==> src/rtl/cke_pwr_pkg.sv <==
package cke_pwr_pkg;

  typedef enum logic [1:0] {
    PS_RUN      = 2'd0,
    PS_PDN_PRE  = 2'd1,
    PS_PDN_ACT  = 2'd2,
    PS_SREF     = 2'd3
  } pwr_state_e;

  typedef enum logic [2:0] {
    CMD_NOP  = 3'd0,
    CMD_ACT  = 3'd1,
    CMD_RD   = 3'd2,
    CMD_WR   = 3'd3,
    CMD_PRE  = 3'd4,
    CMD_AREF = 3'd5,
    CMD_SREF = 3'd6,
    CMD_MRS  = 3'd7
  } sdr_cmd_e;

endpackage

==> src/rtl/cke_sync2.sv <==
// Two-stage resynchroniser for the asynchronous self-refresh exit.
module cke_sync2 #(
  parameter int STAGES = 2
) (
  input  logic clk,
  input  logic rst,
  input  logic clr,
  input  logic d,
  output logic q
);
  logic [STAGES-1:0] chain_q;

  always_ff @(posedge clk) begin
    if (rst || clr) chain_q <= '0;
    else            chain_q <= {chain_q[STAGES-2:0], d};
  end

  assign q = chain_q[STAGES-1];
endmodule

==> src/rtl/cke_burst_guard.sv <==
// Marks the edges that belong to a read or write burst.
module cke_burst_guard #(
  parameter int BURST_LEN = 8
) (
  input  logic clk,
  input  logic rst,
  input  logic start,
  output logic busy
);
  localparam int BEATS = BURST_LEN / 2;
  localparam int BW    = $clog2(BEATS + 1);
  localparam logic [BW-1:0] LOAD = BW'(BEATS);

  logic [BW-1:0] left_q;

  always_ff @(posedge clk) begin
    if (rst)                 left_q <= '0;
    else if (start)          left_q <= LOAD;
    else if (left_q != '0)   left_q <= left_q - 1'b1;
  end

  assign busy = (left_q != '0);
endmodule

==> src/rtl/cke_ref_timer.sv <==
// Average refresh interval timer with reload and freeze.
module cke_ref_timer #(
  parameter int CYCLES = 3125
) (
  input  logic clk,
  input  logic rst,
  input  logic reload,
  input  logic hold,
  output logic due
);
  localparam int CW = $clog2(CYCLES + 1);
  localparam logic [CW-1:0] LIMIT = CW'(CYCLES);
  localparam logic [CW-1:0] LAST  = CW'(CYCLES - 1);

  logic [CW-1:0] cnt_q;
  logic          due_q;

  always_ff @(posedge clk) begin
    if (rst || reload) begin
      cnt_q <= '0;
      due_q <= 1'b0;
    end else if (!hold && cnt_q != LIMIT) begin
      cnt_q <= cnt_q + 1'b1;
      if (cnt_q == LAST) due_q <= 1'b1;
    end
  end

  assign due = due_q;
endmodule

==> src/rtl/cke_pwr_fsm.sv <==
// Power state sequencing and registered buffer enables.
module cke_pwr_fsm
  import cke_pwr_pkg::*;
(
  input  logic       clk,
  input  logic       rst,
  input  logic       cke,
  input  logic [2:0] cmd,
  input  logic       bank_open,
  input  logic       burst_busy,
  input  logic       cke_synced,
  output pwr_state_e state,
  output logic       sync_clr,
  output logic       clk_buf_en,
  output logic       in_buf_en,
  output logic       err
);
  pwr_state_e state_q, state_d;
  logic       err_d, clk_en_q, in_en_q, err_q;
  sdr_cmd_e   cmd_e;

  assign cmd_e = sdr_cmd_e'(cmd);

  always_comb begin
    state_d = state_q;
    err_d   = 1'b0;
    unique case (state_q)
      PS_RUN: begin
        if (!cke) begin
          if (burst_busy) begin
            err_d = 1'b1;
          end else if (cmd_e == CMD_SREF && !bank_open) begin
            state_d = PS_SREF;
          end else begin
            state_d = bank_open ? PS_PDN_ACT : PS_PDN_PRE;
            if (cmd_e == CMD_SREF) err_d = 1'b1;
          end
        end
      end
      PS_PDN_PRE, PS_PDN_ACT: begin
        if (cke) state_d = PS_RUN;
      end
      PS_SREF: begin
        if (cke_synced) state_d = PS_RUN;
      end
      default: state_d = PS_RUN;
    endcase
  end

  assign sync_clr = (state_d == PS_SREF) && (state_q != PS_SREF);

  always_ff @(posedge clk) begin
    if (rst) begin
      state_q  <= PS_RUN;
      clk_en_q <= 1'b1;
      in_en_q  <= 1'b1;
      err_q    <= 1'b0;
    end else begin
      state_q  <= state_d;
      clk_en_q <= (state_d != PS_SREF);
      in_en_q  <= (state_d == PS_RUN);
      err_q    <= err_d;
    end
  end

  assign state      = state_q;
  assign clk_buf_en = clk_en_q;
  assign in_buf_en  = in_en_q;
  assign err        = err_q;
endmodule

==> src/rtl/cke_pwr_ctrl.sv <==
module cke_pwr_ctrl
  import cke_pwr_pkg::*;
#(
  parameter int CLK_MHZ       = 200,
  parameter int REF_WINDOW_US = 64000,
  parameter int REF_ROWS      = 4096,
  parameter int BURST_LEN     = 8
) (
  input  logic       clk,
  input  logic       rst,
  input  logic       cke_i,
  input  logic [2:0] cmd_i,
  input  logic       bank_open_i,
  output logic [1:0] state_o,
  output logic       clk_buf_en_o,
  output logic       in_buf_en_o,
  output logic       ref_due_o,
  output logic       cke_err_o
);
  localparam int TREFI = CLK_MHZ * REF_WINDOW_US / REF_ROWS;

  pwr_state_e state;
  logic       burst_busy, cke_synced, sync_clr;
  logic       accept, rw_start, aref_seen;

  // Commands only count in RUN with clock-enable high.
  assign accept    = (state == PS_RUN) && cke_i;
  assign rw_start  = accept && (cmd_i == CMD_RD || cmd_i == CMD_WR);
  assign aref_seen = accept && (cmd_i == CMD_AREF);

  cke_sync2 #(.STAGES(2)) i_sync (
    .clk (clk),
    .rst (rst),
    .clr (sync_clr),
    .d   (cke_i),
    .q   (cke_synced)
  );

  cke_burst_guard #(.BURST_LEN(BURST_LEN)) i_burst (
    .clk   (clk),
    .rst   (rst),
    .start (rw_start),
    .busy  (burst_busy)
  );

  cke_ref_timer #(.CYCLES(TREFI)) i_timer (
    .clk    (clk),
    .rst    (rst),
    .reload (aref_seen),
    .hold   (state == PS_SREF),
    .due    (ref_due_o)
  );

  cke_pwr_fsm i_fsm (
    .clk        (clk),
    .rst        (rst),
    .cke        (cke_i),
    .cmd        (cmd_i),
    .bank_open  (bank_open_i),
    .burst_busy (burst_busy),
    .cke_synced (cke_synced),
    .state      (state),
    .sync_clr   (sync_clr),
    .clk_buf_en (clk_buf_en_o),
    .in_buf_en  (in_buf_en_o),
    .err        (cke_err_o)
  );

  assign state_o = state;
endmodule

==> config.mk <==
export PLATFORM = sky130hd
export DESIGN_NAME = cke_pwr_ctrl
export DESIGN_NICKNAME = d
export VERILOG_FILES = /design/src/rtl/cke_pwr_pkg.sv /design/src/rtl/cke_sync2.sv /design/src/rtl/cke_burst_guard.sv /design/src/rtl/cke_ref_timer.sv /design/src/rtl/cke_pwr_fsm.sv /design/src/rtl/cke_pwr_ctrl.sv
export SDC_FILE = /design/constraint.sdc
export NUM_CORES = 1
export LEC_CHECK = 0
export BUFFER_PORTS_ARGS = -buffer_cell sky130_fd_sc_hd__buf_2
export CORE_MARGIN = 2
export CORE_UTILIZATION = 50
export CTS_CLUSTER_SIZE = 24
export DETAILED_ROUTE_END_ITERATION = 10
export GPL_TIMING_DRIVEN = 0
export PLACE_DENSITY = 0.76
export SETUP_SLACK_MARGIN = 0.15
export SYNTH_ARGS = -nofsm -noshare
export SYNTH_HDL_FRONTEND = slang
export SYNTH_HIERARCHICAL = 1
export SYNTH_SLANG_ARGS = --single-unit
==> constraint.sdc <==
create_clock -name clk -period 2.1 [get_ports clk]
set_input_delay 0.42 -clock clk [delete_from_list [all_inputs] [get_ports clk]]
set_output_delay 0.42 -clock clk [all_outputs]
set_load 0.01 [all_outputs]
==> summary.txt <==
Floorplanning
  – Height of the die: approximately 54 µm
  – Cell Rows: 18
  – Top-level I/O count: 13
  – Core area: 2430 µm²
  – Initial Util: 52.0%
  – Die Width: 54.3 µm
  – Die ar.: 2950 µm²

Global route
  – Total grt overflow: 0
  – Largest net degree at the start of global routing: 16
  – Global-route wire length before repair: 3.90 mm
  – Total global-route track usage: between 15 and 20%
  – Antenna violations before repair: 0
  – Vias in the first global route: about 950

Logic synthesis
  – Multiplexer share of the synthesized area: 3.96%
  – Post-synth ARST share: 0%
  – Synth area leader: dfxtp_1
  – Syn avg cell area: between 9 and 10 µm²
  – Post-synthesis compound-gate area fraction: 13.8%
  – Synth top area share: 36.4%
  – Syn Std Cell Area: 1260 µm²
  – Post-synthesis cell count: between 100 and 150
  – Commonest cells in the netlist: dfxtp_1, inv_1, nand2_1
  – Largest family of logic cells by synthesized area: simple AND/OR/NAND/NOR gates
  – Seq/Total Area, Yosys: 36.4%
  – Synth warn: 6
  – Synth Register Bits: 23
  – Synth cell types: 48
  – Post-synthesis xor/xnor area fraction: 2.08%
  – Top-count cell post-synth: dfxtp_1
  – Area contributors post-synth: dfxtp_1, ha_1, inv_1
  – Syn nets: 154
  – Post-Synth Simple-Gate Area: about 29%
  – Number of synthesized flops with an enable pin: 0
  – Adder-Cell Fraction of Synth Area: 8.90%
  – Most used flip-flop cell after synthesis: dfxtp_1

Critical path
  – Setup crit start: i_burst/left_q[0]
  – Reg2Reg Depth: 9
  – Crit path launch type: flop
  – FF-to-FF setup slack: roughly 300 ps
  – Crit path arrival time: 2040 ps
  – Reg2Reg Launch Point: i_burst/left_q[0]
  – Max FO, Critical Path: 5
  – Setup crit end: i_sync/chain_q[1]
  – Critical Path RT: 2340 ps
  – Critical path capture point type: flop
  – FF-to-FF End: i_sync/chain_q[1]
  – Critical path class: reg2reg

Routing
  – Routed WL per cell: 13.3 µm
  – DRT Pass-1 Iters: 4
  – Drt via density: 5.74
  – Detailed Route Iter0 Violations: 10
  – DRC viols: 0
  – Antenna Nets Post-Route: 0
  – Vias: 1056
  – WL final: 2.44 mm

Finish
  – Nets: 171
  – Diode count: 0
  – Synth-to-Final Area Change: 11.8%
  – Fraction of layout cells with a size suffix above 1: 22.1%
  – Fin cells: 184

Place
  – Placed wire-length estimate: around 1.8 mm
  – Post-Place Setup Slack: between 100 and 150 ps
  – Port bufs: 12
  – Placed cells: 180
  – Final RePlAce weighted congestion: 0.798

Timing
  – Final Skew: 4.66 ps
  – F_max: 0.556 GHz
  – Max_slew headroom: 68.7%
  – Setup slack after layout: between 300 and 400 ps
  – Actual slew at the worst max-slew pin: ~470 ps
  – Worst hold margin: 354 ps
  – Fin crit share: 85.7%
  – TNS Setup: 0 ps
  – Min Tclk post-route: 1800 ps
  – Setup violations, final: 0
  – Max-slew violations: 0
  – Final Hold Vio Count: 0
  – Unrepaired setup endpoints after global routing: false

Flow run
  – Max-cap violations: 0

Pwr
  – Total power: 1.13 mW
  – LEAKAGE: approximately 0.55 nW
  – Power Dens Cells: 800 nW/µm²
  – VDD IR-drop max: 0.603 mV

Clock network
  – TritonCTS clock tree: built
  – Clk sinks: 23
  – Clk root buf: clkbuf_4
  – Post-CTS Hold Buffers: 0
  – Worst-path clk slew: ~130 ps
  – CTS Buffer Depth: 2
  – Htree depth: 1
  – Setup Buffers After CTS: 0
  – Total CTS buffers: 3
  – Clk_lat worst skew: 310 ps

Status
  – Status: finished clean

Worst hold path
  – Worst min path class: in2reg
## worst min path at each step
| stage | from | end | cells after the start |
|---|---|---|---|
| final | cke_i | i_fsm/err | 2 |
| after global routing | cke_i | i_fsm/err | 2 |
| after CTS | cke_i | i_fsm/err | 2 |
| after detailed placement | i_timer/due | i_timer/due | 2 |
| after global placement | i_timer/due | i_timer/due | 2 |
| after floorplan | i_sync/chain_q[0] | i_sync/chain_q[1] | 1 |
## routing by layer
metal  wire length (µm)  part of all wire (%)  track usage [%]  up-vias
li1                   -                     -                -      533
met1               1170                    48             23.3      509
met2               1190                    49             29.9       12
met3                 63                   2.6             2.46        2
met4                 10                  0.41             7.50        0
met5                  0                     0                0        -
## area by class of cell
class,count,area (µm²)
fillers,228,1020
multi-input cells,97,759
flip-flops and latches,23,460
repair buffers,12,60.1
inverters,15,56.3
well taps,30,37.5
clock buffers,3,22.5
plain buffers,3,12.5
clock inverters,1,5.00
## stage by stage
step	instance area (µm²)	util, %
floorplan	1260	-
global placement	1360	56.0
detailed placement	1360	56.0
CTS	1400	57.5
global route	1410	58.1
finish	1410	58.1
## critical path, cell delays in order (launching register included)
cell and delay, ps:
dfxtp_1 340, inv_1 60, ha_1 170, ha_2 240, inv_2 90, o21a_1 190, o21ai_0 140, a21boi_2 250
nor3_2 70, nor3b_1 180
## kinds of logic after synthesis
family	Yosys count
AO/OA/AOI/OAI	24
buffers and inverters	18
flip-flops	23
multiplexers	5
adder cells (fa/ha/maj)	9
AND/OR/NAND/NOR	56
XOR/XNOR	3
## flip-flops by register name (all words and copies together) (netlist names)
| register | count |
|---|---|
| i_burst/left_q | 3 |
| i_fsm/clk_buf_en | 1 |
| i_fsm/err | 1 |
| i_fsm/in_buf_en | 1 |
| i_fsm/state | 2 |
| i_sync/chain_q | 2 |
| i_timer/cnt_q | 12 |
| i_timer/due | 1 |
## repair_timing
item | CTS | global route
endpoints found under the setup margin | 2 | 3
pin swaps | 0 | 1
resized for setup | 1 | 4
## placed cells by master (no fill, tap or decap), drive strengths merged, types with 4 or more instances in the layout
cell,count
a21oi,8
buf,13
clkbuf,5
dfxtp,23
ha,9
inv,15
mux2i,5
nand2,11
nand4,4
nor2,4
nor3,4
or3,5
## report_power, final
| part | switching (mW) | internal [mW] | total (mW) |
|---|---|---|---|
| clock | 0.133 | 0.0710 | 0.204 |
| combinational | 0.219 | 0.171 | 0.390 |
| sequential | 0.0454 | 0.491 | 0.536 |
| total | 0.397 | 0.733 | 1.13 |
(Power assumes the default switching activity.)
